--- config.mk ---
export PLATFORM = sky130hd
export DESIGN_NAME = nor_cmd_decoder
export DESIGN_NICKNAME = d
export VERILOG_FILES = /design/src/rtl/nor_cmd_pkg.sv /design/src/rtl/nor_wr_filter.sv /design/src/rtl/nor_cmd_fsm.sv /design/src/rtl/nor_id_mux.sv /design/src/rtl/nor_cmd_decoder.sv
export SDC_FILE = /design/constraint.sdc
export NUM_CORES = 1
export LEC_CHECK = 0
export BUFFER_PORTS_ARGS = -buffer_cell sky130_fd_sc_hd__buf_2
export CAP_MARGIN = 10
export CORE_UTILIZATION = 35
export DETAILED_ROUTE_END_ITERATION = 16
export GPL_TIMING_DRIVEN = 0
export HOLD_SLACK_MARGIN = 0.06
export SETUP_SLACK_MARGIN = 0.5
export SLEW_MARGIN = 30
export SYNTH_ARGS = -nofsm -noshare
export SYNTH_HDL_FRONTEND = slang
export SYNTH_SLANG_ARGS = --single-unit
--- constraint.sdc ---
create_clock -name clk -period 3.3 [get_ports clk]
set_input_delay 0.825 -clock clk [delete_from_list [all_inputs] [get_ports clk]]
set_output_delay 0.825 -clock clk [all_outputs]
set_load 0.05 [all_outputs]
--- src/rtl/nor_cmd_pkg.sv ---
// Package: shared constants and types for the flash command decoder.
// Assumes byte-wide bus data and 15-bit unlock address comparison.
package nor_cmd_pkg;
    localparam int DATA_W = 8;
    localparam int CMP_W  = 15;

    typedef logic [DATA_W-1:0] byte_t;

    localparam logic [CMP_W-1:0] KEY_ADR_A = 15'h5555;
    localparam logic [CMP_W-1:0] KEY_ADR_B = 15'h2AAA;
    localparam byte_t KEY_DAT_A  = 8'hAA;
    localparam byte_t KEY_DAT_B  = 8'h55;
    localparam byte_t OP_PROGRAM = 8'hA0;
    localparam byte_t OP_EXTEND  = 8'h80;
    localparam byte_t OP_ID_IN   = 8'h90;
    localparam byte_t OP_ID_OUT  = 8'hF0;
    localparam byte_t OP_ERASE   = 8'h10;
    localparam byte_t OP_LOCK    = 8'h40;

    typedef enum logic [2:0] {
        SQ_IDLE,   // waiting for first unlock write
        SQ_KEY1,   // first unlock write seen
        SQ_KEY2,   // second unlock write seen
        SQ_PROG,   // waiting for target address/data
        SQ_EXT1,   // extended command byte seen
        SQ_EXT2,   // second-round first unlock seen
        SQ_EXT3    // second-round second unlock seen
    } seq_state_t;
endpackage

--- src/rtl/nor_wr_filter.sv ---
// Module: qualifies bus write strobes. A write is accepted when chip enable
// and write enable are low with output enable high for MIN_PULSE consecutive
// clocks; address and data are captured on that clock and presented with a
// one-cycle wr_vld the next cycle. Assumes synchronous strobes and MIN_PULSE >= 1.
module nor_wr_filter
    import nor_cmd_pkg::*;
#(
    parameter int AW        = 20,
    parameter int MIN_PULSE = 3
) (
    input  logic          clk,
    input  logic          rst_n,
    input  logic          ce_n,
    input  logic          oe_n,
    input  logic          we_n,
    input  logic [AW-1:0] addr,
    input  byte_t         wdata,
    output logic          wr_vld,
    output logic [AW-1:0] wr_addr,
    output byte_t         wr_data
);
    localparam int CW = $clog2(MIN_PULSE + 1);

    logic          qual;
    logic          fire;
    logic [CW-1:0] hold_cnt;

    assign qual = !ce_n && !we_n && oe_n;
    assign fire = qual && (hold_cnt == CW'(MIN_PULSE - 1));

    // Count consecutive qualifying clocks, saturating once the write fired.
    always_ff @(posedge clk) begin
        if (!rst_n)
            hold_cnt <= '0;
        else if (!qual)
            hold_cnt <= '0;
        else if (hold_cnt != CW'(MIN_PULSE))
            hold_cnt <= hold_cnt + 1'b1;
    end

    // Emit the accepted write and capture its address and data.
    always_ff @(posedge clk) begin
        if (!rst_n) begin
            wr_vld  <= 1'b0;
            wr_addr <= '0;
            wr_data <= '0;
        end else begin
            wr_vld <= fire;
            if (fire) begin
                wr_addr <= addr;
                wr_data <= wdata;
            end
        end
    end


    wr_after_qual_chk: assert property (@(posedge clk) disable iff (!rst_n)
        wr_vld |-> $past(qual));

    one_wr_per_strobe_chk: assert property (@(posedge clk) disable iff (!rst_n)
        wr_vld |=> !wr_vld);
endmodule

--- src/rtl/nor_cmd_fsm.sv ---
// Module: command sequencer. Walks accepted writes through the unlock
// prefix and command bytes, raises one-cycle start pulses, latches the
// program target and tracks identification mode. Assumes wr_vld is a
// single-cycle event; busy freezes all state changes.
module nor_cmd_fsm
    import nor_cmd_pkg::*;
#(
    parameter int AW = 20
) (
    input  logic          clk,
    input  logic          rst_n,
    input  logic          wr_vld,
    input  logic [AW-1:0] wr_addr,
    input  byte_t         wr_data,
    input  logic          busy,
    output logic          prog_start,
    output logic          erase_start,
    output logic          lock_start,
    output logic [AW-1:0] op_addr,
    output byte_t         op_data,
    output logic          id_mode
);
    seq_state_t state, state_nxt;
    logic       id_nxt, go_prog, go_erase, go_lock;
    logic       hit_a, hit_b, take;

    assign hit_a = wr_addr[CMP_W-1:0] == KEY_ADR_A;
    assign hit_b = wr_addr[CMP_W-1:0] == KEY_ADR_B;
    assign take  = wr_vld && !busy;

    // Next-state and command decode for one accepted write.
    always_comb begin
        state_nxt = state;
        id_nxt    = id_mode;
        go_prog   = 1'b0;
        go_erase  = 1'b0;
        go_lock   = 1'b0;
        if (take) begin
            state_nxt = SQ_IDLE;
            case (state)
                SQ_IDLE: begin
                    if (hit_a && wr_data == KEY_DAT_A) state_nxt = SQ_KEY1;
                    else if (wr_data == OP_ID_OUT)     id_nxt    = 1'b0;
                end
                SQ_KEY1: if (hit_b && wr_data == KEY_DAT_B) state_nxt = SQ_KEY2;
                SQ_KEY2: if (hit_a) begin
                    case (wr_data)
                        OP_PROGRAM: state_nxt = SQ_PROG;
                        OP_EXTEND:  state_nxt = SQ_EXT1;
                        OP_ID_IN:   id_nxt    = 1'b1;
                        OP_ID_OUT:  id_nxt    = 1'b0;
                        default:    state_nxt = SQ_IDLE;
                    endcase
                end
                SQ_PROG: go_prog = 1'b1;
                SQ_EXT1: if (hit_a && wr_data == KEY_DAT_A) state_nxt = SQ_EXT2;
                SQ_EXT2: if (hit_b && wr_data == KEY_DAT_B) state_nxt = SQ_EXT3;
                SQ_EXT3: if (hit_a) begin
                    go_erase = wr_data == OP_ERASE;
                    go_lock  = wr_data == OP_LOCK;
                end
                default: state_nxt = SQ_IDLE;
            endcase
        end
    end

    // Register sequencer state, mode flag and start pulses.
    always_ff @(posedge clk) begin
        if (!rst_n) begin
            state       <= SQ_IDLE;
            id_mode     <= 1'b0;
            prog_start  <= 1'b0;
            erase_start <= 1'b0;
            lock_start  <= 1'b0;
        end else begin
            state       <= state_nxt;
            id_mode     <= id_nxt;
            prog_start  <= go_prog;
            erase_start <= go_erase;
            lock_start  <= go_lock;
        end
    end

    // Latch the program target on the final program write.
    always_ff @(posedge clk) begin
        if (!rst_n) begin
            op_addr <= '0;
            op_data <= '0;
        end else if (go_prog) begin
            op_addr <= wr_addr;
            op_data <= wr_data;
        end
    end


    start_exclusive_chk: assert property (@(posedge clk) disable iff (!rst_n)
        $onehot0({prog_start, erase_start, lock_start}));

    start_single_cycle_chk: assert property (@(posedge clk) disable iff (!rst_n)
        (prog_start || erase_start || lock_start) |=>
            !(prog_start || erase_start || lock_start));

    busy_freeze_chk: assert property (@(posedge clk) disable iff (!rst_n)
        (wr_vld && busy) |=> ($stable(state) && $stable(id_mode)));

    busy_no_start_chk: assert property (@(posedge clk) disable iff (!rst_n)
        (wr_vld && busy) |=> !(prog_start || erase_start || lock_start));

    start_needs_write_chk: assert property (@(posedge clk) disable iff (!rst_n)
        (prog_start || erase_start || lock_start) |-> $past(wr_vld && !busy));
endmodule

--- src/rtl/nor_id_mux.sv ---
// Module: read-data selector. In identification mode returns the
// manufacturer byte, device byte or lock status by address; otherwise
// passes array data through. Purely combinational.
module nor_id_mux
    import nor_cmd_pkg::*;
#(
    parameter int    AW      = 20,
    parameter byte_t MFR_ID  = 8'h1F,
    parameter byte_t DEV_ID  = 8'h22
) (
    input  logic          id_mode,
    input  logic [AW-1:0] addr,
    input  logic          lock_state,
    input  byte_t         array_rdata,
    output byte_t         rdata
);
    byte_t id_byte;

    // Select the identification byte for the read address.
    always_comb begin
        if (addr == AW'(0))      id_byte = MFR_ID;
        else if (addr == AW'(1)) id_byte = DEV_ID;
        else if (addr == AW'(2)) id_byte = {{(DATA_W-1){1'b0}}, lock_state};
        else                     id_byte = '0;
    end

    assign rdata = id_mode ? id_byte : array_rdata;
endmodule

--- src/rtl/nor_cmd_decoder.sv ---
// Module: top of the flash command sequence decoder. Chains the write
// strobe filter, command sequencer and read selector. Assumes all bus
// inputs are synchronous to clk; reset is synchronous, active low.
module nor_cmd_decoder
    import nor_cmd_pkg::*;
#(
    parameter int    AW        = 20,
    parameter int    MIN_PULSE = 3,
    parameter byte_t MFR_ID    = 8'h1F,
    parameter byte_t DEV_ID    = 8'h22
) (
    input  logic          clk,
    input  logic          rst_n,
    input  logic          ce_n,
    input  logic          oe_n,
    input  logic          we_n,
    input  logic [AW-1:0] addr,
    input  logic [7:0]    wdata,
    input  logic          busy,
    input  logic          lock_state,
    input  logic [7:0]    array_rdata,
    output logic [7:0]    rdata,
    output logic          id_mode,
    output logic          prog_start,
    output logic          erase_start,
    output logic          lock_start,
    output logic [AW-1:0] op_addr,
    output logic [7:0]    op_data
);
    logic          wr_vld;
    logic [AW-1:0] wr_addr;
    byte_t         wr_data;

    nor_wr_filter #(.AW(AW), .MIN_PULSE(MIN_PULSE)) u_filter (
        .clk(clk), .rst_n(rst_n), .ce_n(ce_n), .oe_n(oe_n), .we_n(we_n),
        .addr(addr), .wdata(wdata),
        .wr_vld(wr_vld), .wr_addr(wr_addr), .wr_data(wr_data)
    );

    nor_cmd_fsm #(.AW(AW)) u_fsm (
        .clk(clk), .rst_n(rst_n), .wr_vld(wr_vld), .wr_addr(wr_addr),
        .wr_data(wr_data), .busy(busy),
        .prog_start(prog_start), .erase_start(erase_start),
        .lock_start(lock_start), .op_addr(op_addr), .op_data(op_data),
        .id_mode(id_mode)
    );

    nor_id_mux #(.AW(AW), .MFR_ID(MFR_ID), .DEV_ID(DEV_ID)) u_mux (
        .id_mode(id_mode), .addr(addr), .lock_state(lock_state),
        .array_rdata(array_rdata), .rdata(rdata)
    );


    array_pass_chk: assert property (@(posedge clk) disable iff (!rst_n)
        !id_mode |-> rdata == array_rdata);

    id_mfr_read_chk: assert property (@(posedge clk) disable iff (!rst_n)
        (id_mode && addr == AW'(0)) |-> rdata == MFR_ID);

    id_lock_read_chk: assert property (@(posedge clk) disable iff (!rst_n)
        (id_mode && addr == AW'(2)) |-> rdata[0] == lock_state);
endmodule

After elaboration in Yosys (flattened, before gate mapping)
Cells that the tools add are included.

Reductions and logical operators: 15. Mux-type cells: 18. Eq/ne operators: 24. Add/sub/neg operators: 1.

Operators with widths (count): 8-bit equality test (second input constant) (5); 8-bit 2-to-1 mux (3); 20-bit by 1-bit equality test with 1-bit output (second input constant) (1); 20-bit by 2-bit equality test with 1-bit output (second input constant) (1); 20-bit zero test (1); 8-bit by 7-bit equality test with 1-bit output (second input constant) (2); 15-bit by 14-bit equality test with 1-bit output (second input constant) (1); 15-bit equality test (second input constant) (1); 3-bit one-hot mux with 5 select lines (1); 3-bit equality test (second input constant) (3); 3-bit 2-to-1 mux (3); 8-bit by 5-bit equality test with 1-bit output (second input constant) (1); 1-bit 2-to-1 mux (7); 3-bit by 2-bit equality test with 1-bit output (second input constant) (2); 1-bit logical AND (6); 3-bit one-hot mux with 2 select lines (1); 6-bit AND reduction (1); 2-bit by 1-bit != test with 1-bit output (second input constant) (2); 2-bit != test (second input constant) (2); 1-bit one-hot mux with 2 select lines (2); 4-bit AND reduction (1); 3-bit by 1-bit equality test with 1-bit output (second input constant) (1); 1-bit zero test (3); 3-bit zero test (1); 6 further kinds (6).

Bits of input ports: 43. Register bits: 66. Output and inout port bits: 40. Logic and storage cells: 69.

Longest topological paths before layout
Gate-level depths: netlist of run 1.

Depth after elaboration: 5. Mapped depth: 7. Depth with buffers taken out: 5.

Hierarchy
A second synthesis of run 1 with hierarchy kept.

Cell total of the unflattened synthesis: 360. Area, all modules: 3179.3 µm².

By module, submodules not included: nor_cmd_fsm (area an instance 1686.6 µm², cells an instance 197, instances 1, seq. area each 700.7 µm²); nor_wr_filter (area an instance 1278.7 µm², cells an instance 136, instances 1, seq. area each 620.6 µm²); nor_id_mux (area an instance 214.0 µm², cells an instance 27, instances 1, seq. area each 0.0 µm²).

Worst setup path before layout of run 1
OpenSTA, ideal clock, no wires.

Path kind: register -> output. Start point: reg u_fsm.id_mode. End point: out rdata[0]. Arrival: 2.017 ns. Setup slack: 0.458 ns. Stages on the path, launching flop included: 6. Buffers on the path: 0. Required time: 2.475 ns. Cell sequence: dfxtp_1 inv_1 nor4_1 nand3_1 a2111oi_0 a21o_1.

Longest elaborated chain between the ends: 1.

RTL lines: start: declaration (line nor_cmd_fsm.sv:21) `output logic id_mode`; start signal: assignment (line nor_cmd_fsm.sv:77) `id_mode <= id_nxt;`; 8-bit 2-to-1 mux (line nor_id_mux.sv:27) `assign rdata = id_mode ? id_byte : array_rdata;`; end: declaration (line nor_cmd_decoder.sv:22) `output logic [7:0] rdata,`.

Every way passes these cells.

Final worst setup path of run 1
Start point: in addr[9]. End point: out rdata[0].

Longest elaborated chain between the ends: 5. Elaborated cells on any way between the ends: 7. Classes of those cells: eq/ne (2); mux (4); reduce/logical (1).

RTL lines: start: declaration (line nor_cmd_decoder.sv:17) `input logic [AW-1:0] addr,`; 20-bit by 2-bit equality test with 1-bit output (line nor_id_mux.sv:23) `else if (addr == AW'(2)) id_byte = {{(DATA_W-1){1'b0}}, lock_state};`; 1-bit 2-to-1 mux (line nor_id_mux.sv:23); 8-bit 2-to-1 mux (line nor_id_mux.sv:22) `else if (addr == AW'(1)) id_byte = DEV_ID;`; 8-bit 2-to-1 mux (*) (line nor_id_mux.sv:21) `if (addr == AW'(0)) id_byte = MFR_ID;`; 8-bit 2-to-1 mux (*) (line nor_id_mux.sv:27).

Every way passes the cells marked *; elsewhere a longest branch is shown, timed or not.

==> metrics list, run 1 <==
* Synth async-reset ratio: 0
- Count of pins on the block boundary: 83
* Count of standard-cell rows: 31
* CP startpoint kind: input pin
* Vias: 2695
* Antenna cell count: 0
- Maximum cell stage delay along the critical path: 0.27 ns
- Max Freq: 356.6 MHz
* Status: complete, no violations
- Clock-pin slew was measured on the worst setup and hold paths at 0.06 ns.
- Walking the worst path, the cells encountered are buf_2, nor4_4, nand2_2, buf_6, a2111oi_4, a21o_1, buf_6.
* Number of levels the H-tree was split into: 3
* Setup repair after global routing missed its margin: yes
* Power per Cell Area: 421.1 nW/µm²
* Final period util: 0.8498
- For the final database, setup skew stands at 0.01028 ns.
- Counting flops and latches in the post-synthesis netlist gives 66.
- Across all register-to-register paths, the minimum setup slack is 1.51 ns.
* Class of the most critical setup path: input pin to output pin
- Entering global routing, the biggest net connects 11 pins.
* PnR Total Power: 0.001548 W
* Hold Vio Cnt, Final: 0
* Combined global-route utilization of all metal layers: 0.1934
- Horizontal die dimension: 90.58 µm
* Starting Density: 0.3707
- The most used flip-flop cell after synthesis is dfxtp_1.
- Slowest cell on the critical path: nor4_4
- TritonCTS Buffers: 9
- Initial antenna violation count: 0
* Global placement routability congestion: 0.9271
- Proportion of layout cells with a drive suffix above 1: 0.2854
* Number of different library cells in the post-synthesis netlist: 42
- The largest total area in the synthesized netlist belongs to dfxtp_1.
- Area growth, synth to finish: 33.85%
* Number of max-capacitance violations reported: 0
- Post-Synthesis Net Count: 393
- The clock period could shrink to 2.804 ns.
* Share of synthesized area occupied by flip-flops and latches: 0.4811
* Number of standard cells after synthesis: 348
- Number of vias per cell after detailed routing: 4.954
* End point of the critical path: rdata[0]
* TritonCTS clock tree: yes
- After routing, the total negative slack on setup checks comes to 0 ns.
- The clock passes through at most 2 buffers.
- Avg Inst Size Synth: 7.892 µm²
- The net count of the finished layout is 486.
- For the pin with the worst max-slew slack, the measured transition is 0.6818 ns.
- Wire length of the first global-routing pass: 12360 µm
- IR analysis of the VDD net gives a maximum drop of 0.2246 mV.
* CP arrival: 1.98 ns
* Most numerous cell types in the synthesized netlist: 122 x nand2_1, 66 x dfxtp_1, 57 x a21oi_1
- Detailed-route wire length: 7456 µm
- Filler cell count: 737
- The number of slew-limit violations in the final report is 0.
- Among the stages of the critical path, the cell type that occurs most often is buf_6.
- Counting cells, the worst reg-to-reg path comes to 5.
- At the later pin of the worst-skew pair, clock insertion delay measures 0.34 ns.
- In this run the standard cell core region covers 7408 µm².
* Count of warnings emitted by yosys: 0
* Fraction of synthesized cell area taken by the top area cell type: 0.4811
- In the routed design, unresolved DRC markers number 0.
- Average routed wire per standard cell: 13.71 µm
- Remaining global-route overflow: 0
* Category of the worst setup path capture point: output pin
- The floorplan step set the die height to 90.58 µm.
- Setup violations remaining at the end of the flow were counted as 0.
- The die covers 8205 µm².
* Number of global-route vias before repair: 2558
- In this run the remaining antenna-violating nets after routing total 0.
- The path class of the tightest hold or removal check is register to register.
- In this run the tool buffered the top-level ports with 81 buffer cells.
- R2r startpoint: u_fsm.state[1]
- Critical-path maximum fanout: 3
- The mapped netlist covers 2746 µm².
- Clock tree synthesis selected as its root buffer the cell clkbuf_8.
- CTS sink cnt: 66
- Tracing the worst setup path back leads to its startpoint at addr[9].
- Static leakage power: 1.437 nW
- DRT Pass-1 Iters: 5
- Number of DRC markers after the initial detailed-route iteration: 155
- Most common cell in the synthesized netlist: nand2_1
- In this run, synthesis inferred 0 flip-flops with an integrated enable.
- The endpoint identified for the worst register-to-register timing path is u_fsm.op_addr[13].
* Synth top area cells: dfxtp_1 48%, nand2_1 17%, a21oi_1 10%
* Post-DP HPWL: 5435 µm
* CP required: 2.47 ns
* Max-Slew Margin vs Limit: 0.5430
-- power breakdown --
part | total (W) | leakage [nW] | internal [W] | switching (W)
Sequential | 0.000797 | 0.532 | 0.000797 | 0.000000498
Combinational | 0.0000997 | 0.809 | 0.0000403 | 0.0000594
Clock | 0.000651 | 0.0962 | 0.000363 | 0.000288
Total | 0.00155 | 1.44 | 0.00120 | 0.000347
-- cells by family (layout without fill, tap and decap cells) --
kind of cell	Yosys count	after routing	share of synthesized area
compound gates	72	72	0.1412
buf+inv	24	121	0.04191
fa+ha+maj	2	2	0.009110
flops	66	66	0.4811
xor+xnor	1	1	0.003190
simple gates	183	183	0.3235
-- area by class of cell --
type	count	area, µm²	area share
repair buffers	82	488.0	0.1327
multi-input cells	258	1441	0.3921
inverters	6	22.52	0.006127
plain buffers	18	92.59	0.02519
flip-flops and latches	66	1323	0.3598
well taps	99	123.9	0.03370
clock inverters	3	40.04	0.01089
clock buffers	12	145.1	0.03948
-- worst max-delay path: cells and delay by family --
| kind | cells | cell delay (ns) |
|---|---|---|
| buffers and inverters | 3 | 0.43 |
| and+or+nand+nor | 2 | 0.42 |
| AOI/OAI and AO/OA | 2 | 0.31 |
-- layout by cell type, fill, tap and decap left out, drive strengths merged, types with 4 or more instances in the layout --
cell / Yosys / layout
o21ai: 5 / 5
a21oi: 57 / 57
nor4: 10 / 10
dfxtp: 66 / 66
buf: 7 / 88
clkbuf: 11 / 24
nand3: 10 / 10
inv: 6 / 6
nor2: 7 / 7
nand2: 122 / 122
nor3: 8 / 8
a21o: 5 / 5
nor3b: 4 / 4
-- state kept, by name, indices dropped and copies added (netlist names) --
name               count
u_fsm.id_mode          1
u_fsm.op_data          8
u_fsm.erase_start      1
u_fsm.lock_start       1
u_filter.hold_cnt      2
u_filter.wr_data       8
u_fsm.op_addr         20
u_filter.wr_vld        1
u_filter.wr_addr      20
u_fsm.prog_start       1
u_fsm.state            3
-- worst min-delay path by stage --
stage / from / to / slack, ns / depth (start not counted)
after CTS: u_filter.wr_addr[19] / u_fsm.op_addr[19] / 0.45 / 2
after global placement: u_filter.wr_addr[19] / u_fsm.op_addr[19] / 0.44 / 2
after floorplan: u_filter.wr_addr[15] / u_fsm.op_addr[15] / 0.43 / 2
after global routing: u_fsm.op_addr[17] / u_fsm.op_addr[17] / 0.47 / 2
after detailed placement: u_filter.wr_addr[19] / u_fsm.op_addr[19] / 0.44 / 2
final: u_fsm.op_data[5] / u_fsm.op_data[5] / 0.45 / 2
-- through the flow --
stage / area (µm²) / setup WS (ns) / cells / hold WS, ns / util
2_1_floorplan: 2748 / 0.5357 / 348 / 0.4322 / -
3_3_place_gp: 3277 / 0.2383 / 528 / 0.4411 / 0.4423
3_5_place_dp: 3277 / 0.2281 / 528 / 0.4447 / 0.4423
4_1_cts: 3622 / 0.4692 / 543 / 0.4539 / 0.4889
5_1_grt: 3676 / 0.4192 / 544 / 0.4738 / 0.4962
6_report: 3676 / 0.4957 / 544 / 0.4517 / 0.4962
-- routing by layer --
| layer | wire length (µm) | GRT usage | part of all wire |
|---|---|---|---|
| met1 | 3475 | 0.2514 | 0.47 |
| met2 | 3412 | 0.3037 | 0.46 |
| met3 | 454 | 0.05556 | 0.061 |
| met4 | 112 | 0.06989 | 0.015 |
| met5 | 0 | 0 | 0 |
-- timing repair --
action	in CTS	in global routing
hold buffers	0	0
resized for setup	31	12
setup endpoints to repair	6	6
buffers inserted	0	1
pin swaps	7	3
(Power assumes the default switching activity.)
==> run 2: changes to the inputs <==
==> constraint.sdc (replaced) <==
create_clock -name clk -period 2.6 [get_ports clk]
set_input_delay 0.65 -clock clk [delete_from_list [all_inputs] [get_ports clk]]
set_output_delay 0.65 -clock clk [all_outputs]
set_load 0.05 [all_outputs]
==> metrics list, run 2 (synthesized netlist as in run 1, its figures left out) <==
- Status: complete, no violations (unchanged).
- Static leakage power: 1.433 nW (was 1.437 nW)
- Count of standard-cell rows: 31 (unchanged)
- TritonCTS Buffers: 9 (unchanged)
* Post-DP HPWL: 5444 µm (was 5435 µm)
- The routability congestion estimate was 0.9038 (was 0.9271).
- The worst setup path startpoint is addr[8] (was addr[9]).
- The total inserted antenna cells came to 0 (unchanged).
* Final Critical Period: 2.432 ns
- The detail-routed net length per standard cell was 13.59 µm (was 13.71 µm).
* Crit path setup slack, layout: 0.1676 ns (was 0.4957 ns)
- Skew-Pair Late Insertion Delay: 0.34 ns (about the same)
- The count of TritonRoute iterations in the first routing pass was 4 (was 5).
- The number of nets at the end of the flow was 487 (was 486).
* Filler cell count: 744 (was 737)
* Clock skew after layout: 0.009797 ns (was 0.01028 ns)
- The worst-case vdd ir drop was 0.2730 mV (was 0.2246 mV).
* Met2 Wirelength: 3467 µm (was 3412 µm)
- The capturing element of the worst setup path was rdata[0] (unchanged).
- The residual DRC count was 0 (unchanged).
- The area occupied by multi-input gates was 1435 µm² (was 1441 µm²).
* Setup repair after global routing missed its margin: yes (unchanged)
- The number of buffer cells added on primary ports is 81 (unchanged).
- The pin count of the biggest net entering global routing was 13 (was 11).
* Worst flop-to-flop path endpoint: u_fsm.op_data[5] (was u_fsm.op_addr[13])
- The remaining number of nets flagged by the antenna check after routing was 0 (unchanged).
- The wire length of the first global-routing pass was 12460 µm (was 12360 µm).
* Category of the worst setup path capture point: output pin (unchanged)
- The count of endpoints failing hold in the final timing report is 0 (unchanged).
* Power per Cell Area: 542.1 nW/µm² (was 421.1 nW/µm²)
* CP required: 1.95 ns (was 2.47 ns)
- The die boundary height is 90.58 µm (unchanged).
- Reg2Reg Depth: 5 (unchanged)
- Most used cells in the layout excluding fill and tap cells: 121 x nand2_1, 74 x buf_2, 65 x dfxtp_1, 57 x a21oi_1, 11 x clkbuf_8 (was 121 x nand2_1, 75 x buf_2, 65 x dfxtp_1, 57 x a21oi_1, 12 x clkbuf_1)
- Number of global-route vias before repair: 2622 (was 2558)
* Clk root buf: clkbuf_8 (unchanged)
- Reg2reg setup slack: 0.82 ns (was 1.51 ns)
- The number of placed I/O pins was 83 (unchanged).
- Number of DRC markers after the initial detailed-route iteration: 136 (was 155)
- Slew at the pin closest to its max-slew limit: 0.6971 ns (was 0.6818 ns)
- Total Die Area: 8205 µm² (unchanged)
* PnR Total Power: 0.002019 W (was 0.001548 W)
* Largest registers in the final layout: u_filter.wr_addr (20), u_fsm.op_addr (20) (unchanged)
* Max Freq: 411.1 MHz
* Register area: 1325 µm² (was 1323 µm²)
* Final period util: 0.9355
* Maximum number of buffers from clock root to sink: 2 (unchanged)
* Clock input transition at the sequential cells of the worst setup and hold paths: 0.07 ns (was 0.06 ns)
- The number of slew-limit violations in the final report came to 0 (unchanged).
- The final-report setup violation count is 0 (unchanged).
- The number of buffers added to fix hold violations after cts was 0 (unchanged).
- The total of max-cap violations was 0 (unchanged).
- Proportion of layout cells with a drive suffix above 1: 0.3065 (was 0.2854)
* CP startpoint kind: input pin (unchanged)
- R2r startpoint: u_fsm.state[1] (unchanged)
* Horizontal die dimension: 90.58 µm (unchanged)
* Vias: 2699 (was 2695)
- The met1 layer wirelength in the final routing came to 3442 µm (was 3475 µm).
- The largest driver fanout on the critical path is 3 (unchanged).
* Commonest non-fill, non-tap cell in the layout: nand2_1 (unchanged)
- The remaining global-route overflow came to 0 (unchanged).
* Combined global-route utilization of all metal layers: 0.1922 (was 0.1934)
- CTS sink cnt: 66 (unchanged)
- Area of the placeable core: 7408 µm² (unchanged)
- The growth of design area from synthesis to finish is 35.58% (was 33.85%).
- Place WS: -0.02579 ns (was 0.2281 ns)
- TritonCTS clock tree: yes (unchanged)
- The via density per instance came to 4.943 (was 4.954).
- The initial antenna violation count was 0 (unchanged).
- Path type of the worst min-delay path: register to register (unchanged)
- The worst slew margin relative to its limit is 0.5327 (was 0.5430).
- The data arrival at the endpoint of the critical path is 1.78 ns (was 1.98 ns).
* DR WL met3: 346 µm (was 454 µm)
- The uppermost layer routed is met4 (unchanged).
* Number of levels the H-tree was split into: 3 (unchanged)
* Class of the most critical setup path: input pin to output pin (unchanged)
- Detailed-route wire length: 7419 µm (was 7456 µm)
* Starting Density: 0.3707 (unchanged)
-- run 2: cell count changes in the layout (fill, tap and decap cells not counted), sizes merged --
cell	previous run	this run
clkbuf	24	21
clkinvlp	0	4
inv	6	5
buf	88	90
-- run 2: layer usage --
metal,GRT usage,vias up
met5,0,-
met4,0.09543,0
met3,0.03704,20
met2,0.3125,76
met1,0.2423,1223
li1,-,1380
-- run 2: worst min-delay path by stage --
stage                    startpoint                 to  slack, ns  depth (start not counted)
2_1_floorplan  u_filter.wr_addr[15]  u_fsm.op_addr[15]       0.43                          2
3_3_place_gp       u_fsm.op_addr[5]   u_fsm.op_addr[5]       0.44                          2
3_5_place_dp       u_fsm.op_addr[3]   u_fsm.op_addr[3]       0.44                          2
4_1_cts            u_fsm.op_addr[3]   u_fsm.op_addr[3]       0.45                          2
5_1_grt            u_fsm.op_data[0]   u_fsm.op_data[0]       0.47                          2
6_report           u_fsm.op_addr[3]   u_fsm.op_addr[3]       0.45                          2
-- run 2: power breakdown --
part	switching (W)	leakage (nW)	internal [W]	total [W]
sequential	0.000000632	0.532	0.00101	0.00101
combinational	0.0000762	0.806	0.0000571	0.000133
clock	0.000407	0.0945	0.000468	0.000875
-- run 2: worst max-delay path: stages --
cell       delay [ns]
buf_6            0.10
nor4_4           0.27
nand3_2          0.18
a2111oi_4        0.29
a21o_2           0.14
buf_6            0.15
-- run 2: area by class of cell --
cell class,count,area share
multi-input combinational,258,0.3854
sequential,66,0.3558
timing repair buffer,83,0.1388
clock buffer,10,0.03696
tap,99,0.03327
buffer,18,0.02487
clock inverter,6,0.01781
inverter,6,0.007056
-- run 2: timing repair --
item / CTS / global route
setup buffers: 2 / 0
endpoints found under the setup margin: 6 / 6
pin swaps: 7 / 1
gates resized for setup: 37 / 0
-- run 2: metrics by stage --
| step | cells | utilization | setup TNS, ns | area [µm²] | hold WS, ns |
|---|---|---|---|---|---|
| final | 546 | 0.5026 | 0 | 3724 | 0.4537 |
| after CTS | 546 | 0.5026 | 0 | 3724 | 0.4550 |
| after global placement | 528 | 0.4530 | -0.02896 | 3356 | 0.4417 |
| after global routing | 546 | 0.5026 | 0 | 3724 | 0.4667 |
| after floorplan | 348 | - | 0 | 2826 | 0.4322 |
| after detailed placement | 528 | 0.4530 | -0.02579 | 3356 | 0.4446 |
